==> src/rtl/lookup_slot_arbiter_pkg.sv <==
package lookup_slot_arbiter_pkg;

    // Per-engine control phase
    typedef enum logic [2:0] {
        ST_SLEEP = 3'd0,
        ST_WAIT  = 3'd1,
        ST_LOAD  = 3'd2,
        ST_LAT1  = 3'd3,
        ST_LAT2  = 3'd4,
        ST_COMP  = 3'd5
    } lup_state_e;

endpackage

==> src/rtl/slot_timer.sv <==
module slot_timer #(
    parameter int N_SLOT = 4,
    localparam int SW = (N_SLOT > 1) ? $clog2(N_SLOT) : 1
) (
    input  logic          clk,
    input  logic          rst_n,
    output logic [SW-1:0] slot
);
    localparam logic [SW-1:0] LAST = SW'(N_SLOT - 1);

    always_ff @(posedge clk or negedge rst_n) begin
        if (!rst_n)
            slot <= '0;
        else if (slot == LAST)
            slot <= '0;
        else
            slot <= slot + 1'b1;
    end
endmodule

==> src/rtl/lup_phase_fsm.sv <==
module lup_phase_fsm
    import lookup_slot_arbiter_pkg::*;
(
    input  logic       clk,
    input  logic       rst_n,
    input  logic       my_turn,
    input  logic       cam_busy,
    input  logic       work_req,
    input  logic       more_req,
    input  logic       cam_req,
    output lup_state_e state_o,
    output logic       sram_gnt_o,
    output logic       cam_load_o,
    output logic       waiting_o
);
    lup_state_e st_q, st_d;

    // State register: moves only in the owner slot
    always_ff @(posedge clk or negedge rst_n) begin
        if (!rst_n)
            st_q <= ST_SLEEP;
        else if (my_turn)
            st_q <= st_d;
    end

    // Next-state choice
    always_comb begin
        st_d = st_q;
        unique case (st_q)
            ST_SLEEP: begin
                if (work_req)
                    st_d = cam_busy ? ST_WAIT : ST_LOAD;
            end
            ST_WAIT: begin
                if (!cam_busy)
                    st_d = ST_LOAD;
            end
            ST_LOAD: st_d = ST_LAT1;
            ST_LAT1: st_d = ST_LAT2;
            ST_LAT2: st_d = ST_COMP;
            ST_COMP: begin
                if (cam_req)
                    st_d = cam_busy ? ST_WAIT : ST_LOAD;
                else if (more_req)
                    st_d = ST_COMP;
                else
                    st_d = ST_SLEEP;
            end
            default: st_d = ST_SLEEP;
        endcase
    end

    // Outputs
    always_comb begin
        state_o    = st_q;
        cam_load_o = (st_q == ST_LOAD);
        waiting_o  = (st_q == ST_WAIT);
        sram_gnt_o = my_turn && ((st_q == ST_LAT2) || (st_q == ST_COMP));
    end
endmodule

==> src/rtl/lookup_slot_arbiter.sv <==
module lookup_slot_arbiter
    import lookup_slot_arbiter_pkg::*;
#(
    parameter int N_REQ = 4,
    localparam int SLOT_W = (N_REQ > 1) ? $clog2(N_REQ) : 1
) (
    input  logic              clk,
    input  logic              rst_n,
    input  logic [N_REQ-1:0]  work_req,
    input  logic [N_REQ-1:0]  more_req,
    input  logic [N_REQ-1:0]  cam_req,
    output logic [SLOT_W-1:0] slot_o,
    output logic [N_REQ-1:0]  sram_gnt,
    output logic [N_REQ-1:0]  cam_load,
    output logic [N_REQ-1:0]  waiting
);
    logic [SLOT_W-1:0] slot;
    logic              cam_busy;
    logic [N_REQ-1:0]  turn;
    lup_state_e        phase [N_REQ];

    slot_timer #(.N_SLOT(N_REQ)) u_timer (
        .clk   (clk),
        .rst_n (rst_n),
        .slot  (slot)
    );

    // CAM is in use whenever some engine is in its load phase
    assign cam_busy = |cam_load;
    assign slot_o   = slot;

    for (genvar g = 0; g < N_REQ; g++) begin : g_lup
        assign turn[g] = (slot == SLOT_W'(g));

        lup_phase_fsm u_fsm (
            .clk        (clk),
            .rst_n      (rst_n),
            .my_turn    (turn[g]),
            .cam_busy   (cam_busy),
            .work_req   (work_req[g]),
            .more_req   (more_req[g]),
            .cam_req    (cam_req[g]),
            .state_o    (phase[g]),
            .sram_gnt_o (sram_gnt[g]),
            .cam_load_o (cam_load[g]),
            .waiting_o  (waiting[g])
        );
    end
endmodule

==> config.mk <==
export PLATFORM = sky130hd
export DESIGN_NAME = lookup_slot_arbiter
export DESIGN_NICKNAME = d
export VERILOG_FILES = /design/src/rtl/lookup_slot_arbiter_pkg.sv /design/src/rtl/slot_timer.sv /design/src/rtl/lup_phase_fsm.sv /design/src/rtl/lookup_slot_arbiter.sv
export SDC_FILE = /design/constraint.sdc
export NUM_CORES = 1
export LEC_CHECK = 0
export CAP_MARGIN = 10
export CORE_UTILIZATION = 52
export CTS_CLUSTER_DIAMETER = 120
export DETAILED_ROUTE_END_ITERATION = 7
export GPL_ROUTABILITY_DRIVEN = 0
export PLACE_DENSITY = 0.83
export SYNTH_ARGS = -nofsm -noshare
export SYNTH_HDL_FRONTEND = slang
export SYNTH_HIERARCHICAL = 1
export SYNTH_SLANG_ARGS = --single-unit
==> constraint.sdc <==
create_clock -name clk -period 4.7 [get_ports clk]
set_clock_uncertainty 0.05 [all_clocks]
set_input_delay 0.47 -clock clk [delete_from_list [all_inputs] [get_ports clk]]
set_output_delay 0.47 -clock clk [all_outputs]
set_load 0.01 [all_outputs]
# Word level (Yosys, flattened, before mapping)
# Index checks and enable logic that the tools add are counted.
[op_classes]
mux = 19
reduce_logical = 18
eq_ne = 31
n_addsub = 1
[op_table]
columns = ["op", "count"]
rows = [
  ["$pmux W3 S6", 4],
  ["$mux W3", 13],
  ["$eq A3 B2 Y1 const B", 8],
  ["$eq A3 B3 Y1 const B", 8],
  ["$ne A2 B2 Y1 const B", 8],
  ["$eq A3 B1 Y1 const B", 4],
  ["$logic_not A3 Y1", 4],
  ["$reduce_and A3 Y1", 4],
  ["$eq A2 B2 Y1 const B", 2],
  ["$logic_and A1 B1 Y1", 4],
  ["$logic_or A1 B1 Y1", 4],
  ["$mux W2", 2],
  ["$reduce_or A4 Y1", 1],
  ["$add A2 B1 Y2 const B", 1],
  ["$eq A2 B1 Y1 const B", 1],
  ["$logic_not A2 Y1", 1],
]
[word_totals]
word_cells = 74
regBits = 14

# Depth between registers and ports, before layout
[depth]
ltp_word = 5
ltp_mapped = 7
ltp_nobuf = 7

# Cells and area by module
# Netlist, hierarchy kept.
[modules_own_cells]
columns = ["mod", "instances", "area_each_um2", "cells_per_inst", "seq_area_each_um2"]
rows = [
  ["lup_phase_fsm", 4, 247.7, 26, 75.1],
  ["slot_timer", 1, 66.3, 4, 50.0],
  ["lookup_slot_arbiter", 1, 30.0, 5, 0.0],
]

# Least setup slack after synthesis
# No wires, ideal clock.
[synth_path]
path_type = "flip-flop to flip-flop"
start = "register g_lup[1].u_fsm.st_q[1]"
end = "register g_lup[2].u_fsm.st_q[0]"
path_buffers = 0
setup_slack_ns = 2.508
required_ns = 4.522
setup_ns = 0.128
arrival_time_ns = 2.014
path_stages_with_launch = 7
cell_sequence = "dfrtp_1 inv_1 nor3_1 or4_1 a21oi_1 o31ai_2 mux2_1"
[synth_between]
elab_chain_cells = 5
[synth_lines]
columns = ["element", "line_no", "source"]
rows = [
  ["from (decl)", "lup_phase_fsm.sv:16", "lup_state_e st_q, st_d;"],
  ["from (signal assigned)", "lup_phase_fsm.sv:23", "st_q <= st_d;"],
  ["$eq A3 B2 Y1 (*)", "lup_phase_fsm.sv:56", "cam_load_o = (st_q == ST_LOAD);"],
  ["via cam_load[1]", "lookup_slot_arbiter.sv:14", "output logic [N_REQ-1:0] cam_load,"],
  ["$reduce_or A4 Y1 (*)", "lookup_slot_arbiter.sv:29", "assign cam_busy = |cam_load;"],
  ["via cam_busy", "lookup_slot_arbiter.sv:18", "logic cam_busy;"],
  ["$mux W2", "lup_phase_fsm.sv:32, lup_phase_fsm.sv:43", ""],
  ["$mux W3, on equally long branches", "lup_phase_fsm.sv:42, lup_phase_fsm.sv:31", ""],
  ["$pmux W3 S6", "lup_phase_fsm.sv:29", "unique case (st_q)"],
  ["to (signal assigned)", "lup_phase_fsm.sv:23", ""],
  ["to (decl)", "lup_phase_fsm.sv:16", ""],
]
# Mark *: on every way through the listed nets, which the timed path passes. The rest lies on a longest branch. The select of a mux whose other input is x is not followed.
# A chain may end at the register's enable or synchronous reset.

# Final worst setup path
[layout_path]
start = "register g_lup[1].u_fsm.st_q[1]"
end = "register g_lup[0].u_fsm.st_q[0]"
[layout_between]
elab_chain_cells = 5
[layout_lines]
columns = ["element", "line_no"]
rows = [
  ["$eq A3 B2 Y1 (*)", "lup_phase_fsm.sv:56"],
  ["$reduce_or A4 Y1 (*)", "lookup_slot_arbiter.sv:29"],
  ["via cam_busy", "lookup_slot_arbiter.sv:18"],
  ["$mux W2", "lup_phase_fsm.sv:32, lup_phase_fsm.sv:43"],
  ["$mux W3, on equally long branches", "lup_phase_fsm.sv:42, lup_phase_fsm.sv:31"],
  ["$pmux W3 S6", "lup_phase_fsm.sv:29"],
  ["to (signal assigned)", "lup_phase_fsm.sv:23"],
  ["to (decl)", "lup_phase_fsm.sv:16"],
]
# Marked as above.

==> results.py <==
metrics = {
    "setup_path": {
        "required_ps": 4800,
        "endpoint": "g_lup[0].u_fsm/state_o[0]",
        "setup.worst_path.start": "g_lup[1].u_fsm/state_o[1]",
        "worst-path-max-fanout": 20,
        "endpoint_kind": "flop",
        "crit_type": "reg2reg",
        "critical_path_arrival_ps": 2550,
        "rrSetupSlack_ps": 2250,
        "r2r_start": "g_lup[1].u_fsm/state_o[1]",
        "ff2ff_path_depth": 6,
        "r2r_end": "g_lup[0].u_fsm/state_o[0]",
        "start_kind": "flop",
    },
    "cells_and_area": {
        "n_antenna_cell": 0,
        "nNetsFinal": 152,
        "finalInstanceArea_sq_um": 1340,
        "final_util_pct": 68.2,
        "layout_common_cells": "27 x clkdlybuf4s50_1, 14 x dfrtp_1, 8 x inv_1, 8 x nor3_1, 8 x a21oi_1",
        "syn2layout_area_growth_pct": 23.0,
        "layout-drive-gt1-share_pct": 11.8,
        "mostFrequentLayoutCell": "clkdlybuf4s50_1",
    },
    "detailed_routing": {
        "drc_errors": 0,
        "met3WireLength_microns": 84,
        "vias": 971,
        "drtAntennaViolNets": 0,
        "top_layer_used": "met4",
        "initialDrtViolationCount": 39,
        "wl_per_cell_microns": 13.7,
        "dr_wl_met2_mm": 1.18,
        "routed_wl_mm": 2.23,
        "vias_per_cell": 5.96,
        "met1Wirelength_microns": 969,
        "firstDrtPassIters": 4,
    },
    "worst_hold_path": {
        "hp-class": "reg2reg",
    },
    "clocking": {
        "clkTransAtPathRegs_ps": 90,
        "insertion_delay_ps": 270,
        "cts_resized": 0,
        "cts_buffer_depth": 2,
        "h-tree-depth": 1,
        "numCtsBuffers": 3,
        "cts_tree": "built",
        "clockRootBuffer": "clkbuf_4",
        "clock-sinks": 14,
        "cts_hold_buf": 0,
        "cts_setup_buffers": 0,
    },
    "floorplanning": {
        "io_pins": 28,
        "die_x_microns": 47.7,
        "start_util_pct": 55.4,
        "die_y_microns": 47.7,
        "dieArea_sq_um": 2280,
        "row_count": 16,
        "core_area_sq_um": 1960,
    },
    "global_route": {
        "antenna_found_initial": 0,
        "grt_pass1_vias": 782,
        "grt_max_degree": 21,
        "grt_pass1_wl_mm": 3.34,
        "groute.usage.overall_pct": 20.1,
        "overflow": 0,
    },
    "yosys": {
        "ys_seq_area_share_pct": 32.2,
        "syn-cell-area_sq_um": 1090,
        "ys_ff_latch": 14,
        "ys_warn_count": 6,
        "syn_nets": 128,
        "postSynthCellCount": 113,
        "syn_area_per_cell_sq_um": 9.62,
        "yosysUniqueCellTypes": 24,
    },
    "timing": {
        "min_period_ps": 2450,
        "post-route-period-util_pct": 52.1,
        "rsz0062_at_grt": "no",
        "clock.fmax_mhz": 408,
        "report.final.slew_viol_count": 0,
        "hold_viol_final": 0,
        "setup_viol": 0,
        "max_slew_margin_pct": 56.5,
        "tns_ps": 0,
        "worst_slew_pin_slew_ps": 650,
    },
    "run": {
        "drv_cap": 0,
    },
    "status": {
        "status": "finished, final reports clean",
    },
    "power_and_ir_drop": {
        "power.density_nw_per_um2": 601,
        "max-vdd-ir-drop_v": 0.000354,
        "p_leak_nw": 0.566,
    },
    "place": {
        "placed_area_sq_um": 1300,
        "portBuffers": 27,
        "dp_hpwl_mm": 1.70,
    },
}
==> stage by stage <==
stage / hold slack (ps) / cells / worst slack (ps) / total power [mW]
after floorplan: 124 / 113 / 2510 / 0.629
after CTS: 527 / 163 / 2280 / 0.804
after detailed placement: 512 / 159 / 2300 / 0.718
final: 524 / 163 / 2250 / 0.803
after global placement: 465 / 159 / 2360 / 0.705
after global routing: 538 / 163 / 2110 / 0.874
==> report_power, final <==
part           internal [mW]  switching [mW]
Sequential             0.165          0.0998
Combinational          0.241           0.213
Clock                 0.0470          0.0373
==> layer usage <==
layer | global-route usage [%] | vias to the layer above
met5 | 0 | -
met4 | 1.67 | 0
met3 | 2.26 | 2
met2 | 35.7 | 27
met1 | 27.4 | 472
li1 | - | 470
==> cells by family after synthesis <==
kind of cell    count (synthesis)  share of synthesized area, %
simple gates                   30                          18.8
flops                          14                          32.2
buf+inv                        16                          11.0
fa+ha+maj                       1                          1.15
compound gates                 44                          29.0
mux                             8                          7.82
==> worst min-delay path by stage <==
stage               startpoint                   endpoint  depth (start not counted)  slack (ps)
6_report       u_timer/slot[0]            u_timer/slot[0]                          1         520
5_1_grt        u_timer/slot[0]            u_timer/slot[0]                          1         540
4_1_cts        u_timer/slot[0]            u_timer/slot[0]                          1         530
3_5_place_dp   u_timer/slot[0]            u_timer/slot[0]                          1         510
3_3_place_gp   u_timer/slot[0]            u_timer/slot[0]                          1         460
2_1_floorplan            rst_n  g_lup[0].u_fsm/state_o[0]                          0         120
==> final cells by class <==
type	count	area (sq um)
Fill cell	171	624
Tap cell	27	33.8
Clock buffer	4	36.3
Timing Repair Buffer	27	270
Inverter	8	30.0
Sequential cell	14	350
Multi-Input combinational cell	83	617
==> state kept, by name, indices dropped and copies added (netlist names) <==
name,cells
u_timer/slot,2
g_lup.u_fsm/state_o,12
==> synthesized netlist by cell type, drive strengths merged <==
cell | number | area (sq um)
or4 | 1 | 7.51
o22ai | 4 | 25.0
buf | 8 | 90.1
nor3 | 8 | 40.0
a211oi | 4 | 30.0
a32o | 4 | 40.0
a31oi | 4 | 25.0
and3 | 4 | 25.0
a21oi | 8 | 40.0
ha | 1 | 12.5
o31ai | 4 | 50.1
nor2 | 6 | 32.5
dfrtp | 14 | 350
inv | 8 | 30.0
o21ai | 8 | 40.0
nor2b | 6 | 67.6
a21boi | 4 | 30.0
a211o | 4 | 35.0
mux2i | 4 | 40.0
mux2 | 4 | 45.0
and2 | 5 | 31.3
==> critical path, stage by stage, from the launching register on <==
cell	delay [ps]
dfrtp_1	450
inv_1	160
nor3_1	80
or4_1	850
a21oi_1	290
o31ai_2	100
mux2_1	340
Note: power is estimated with default switching activity, not from simulation.
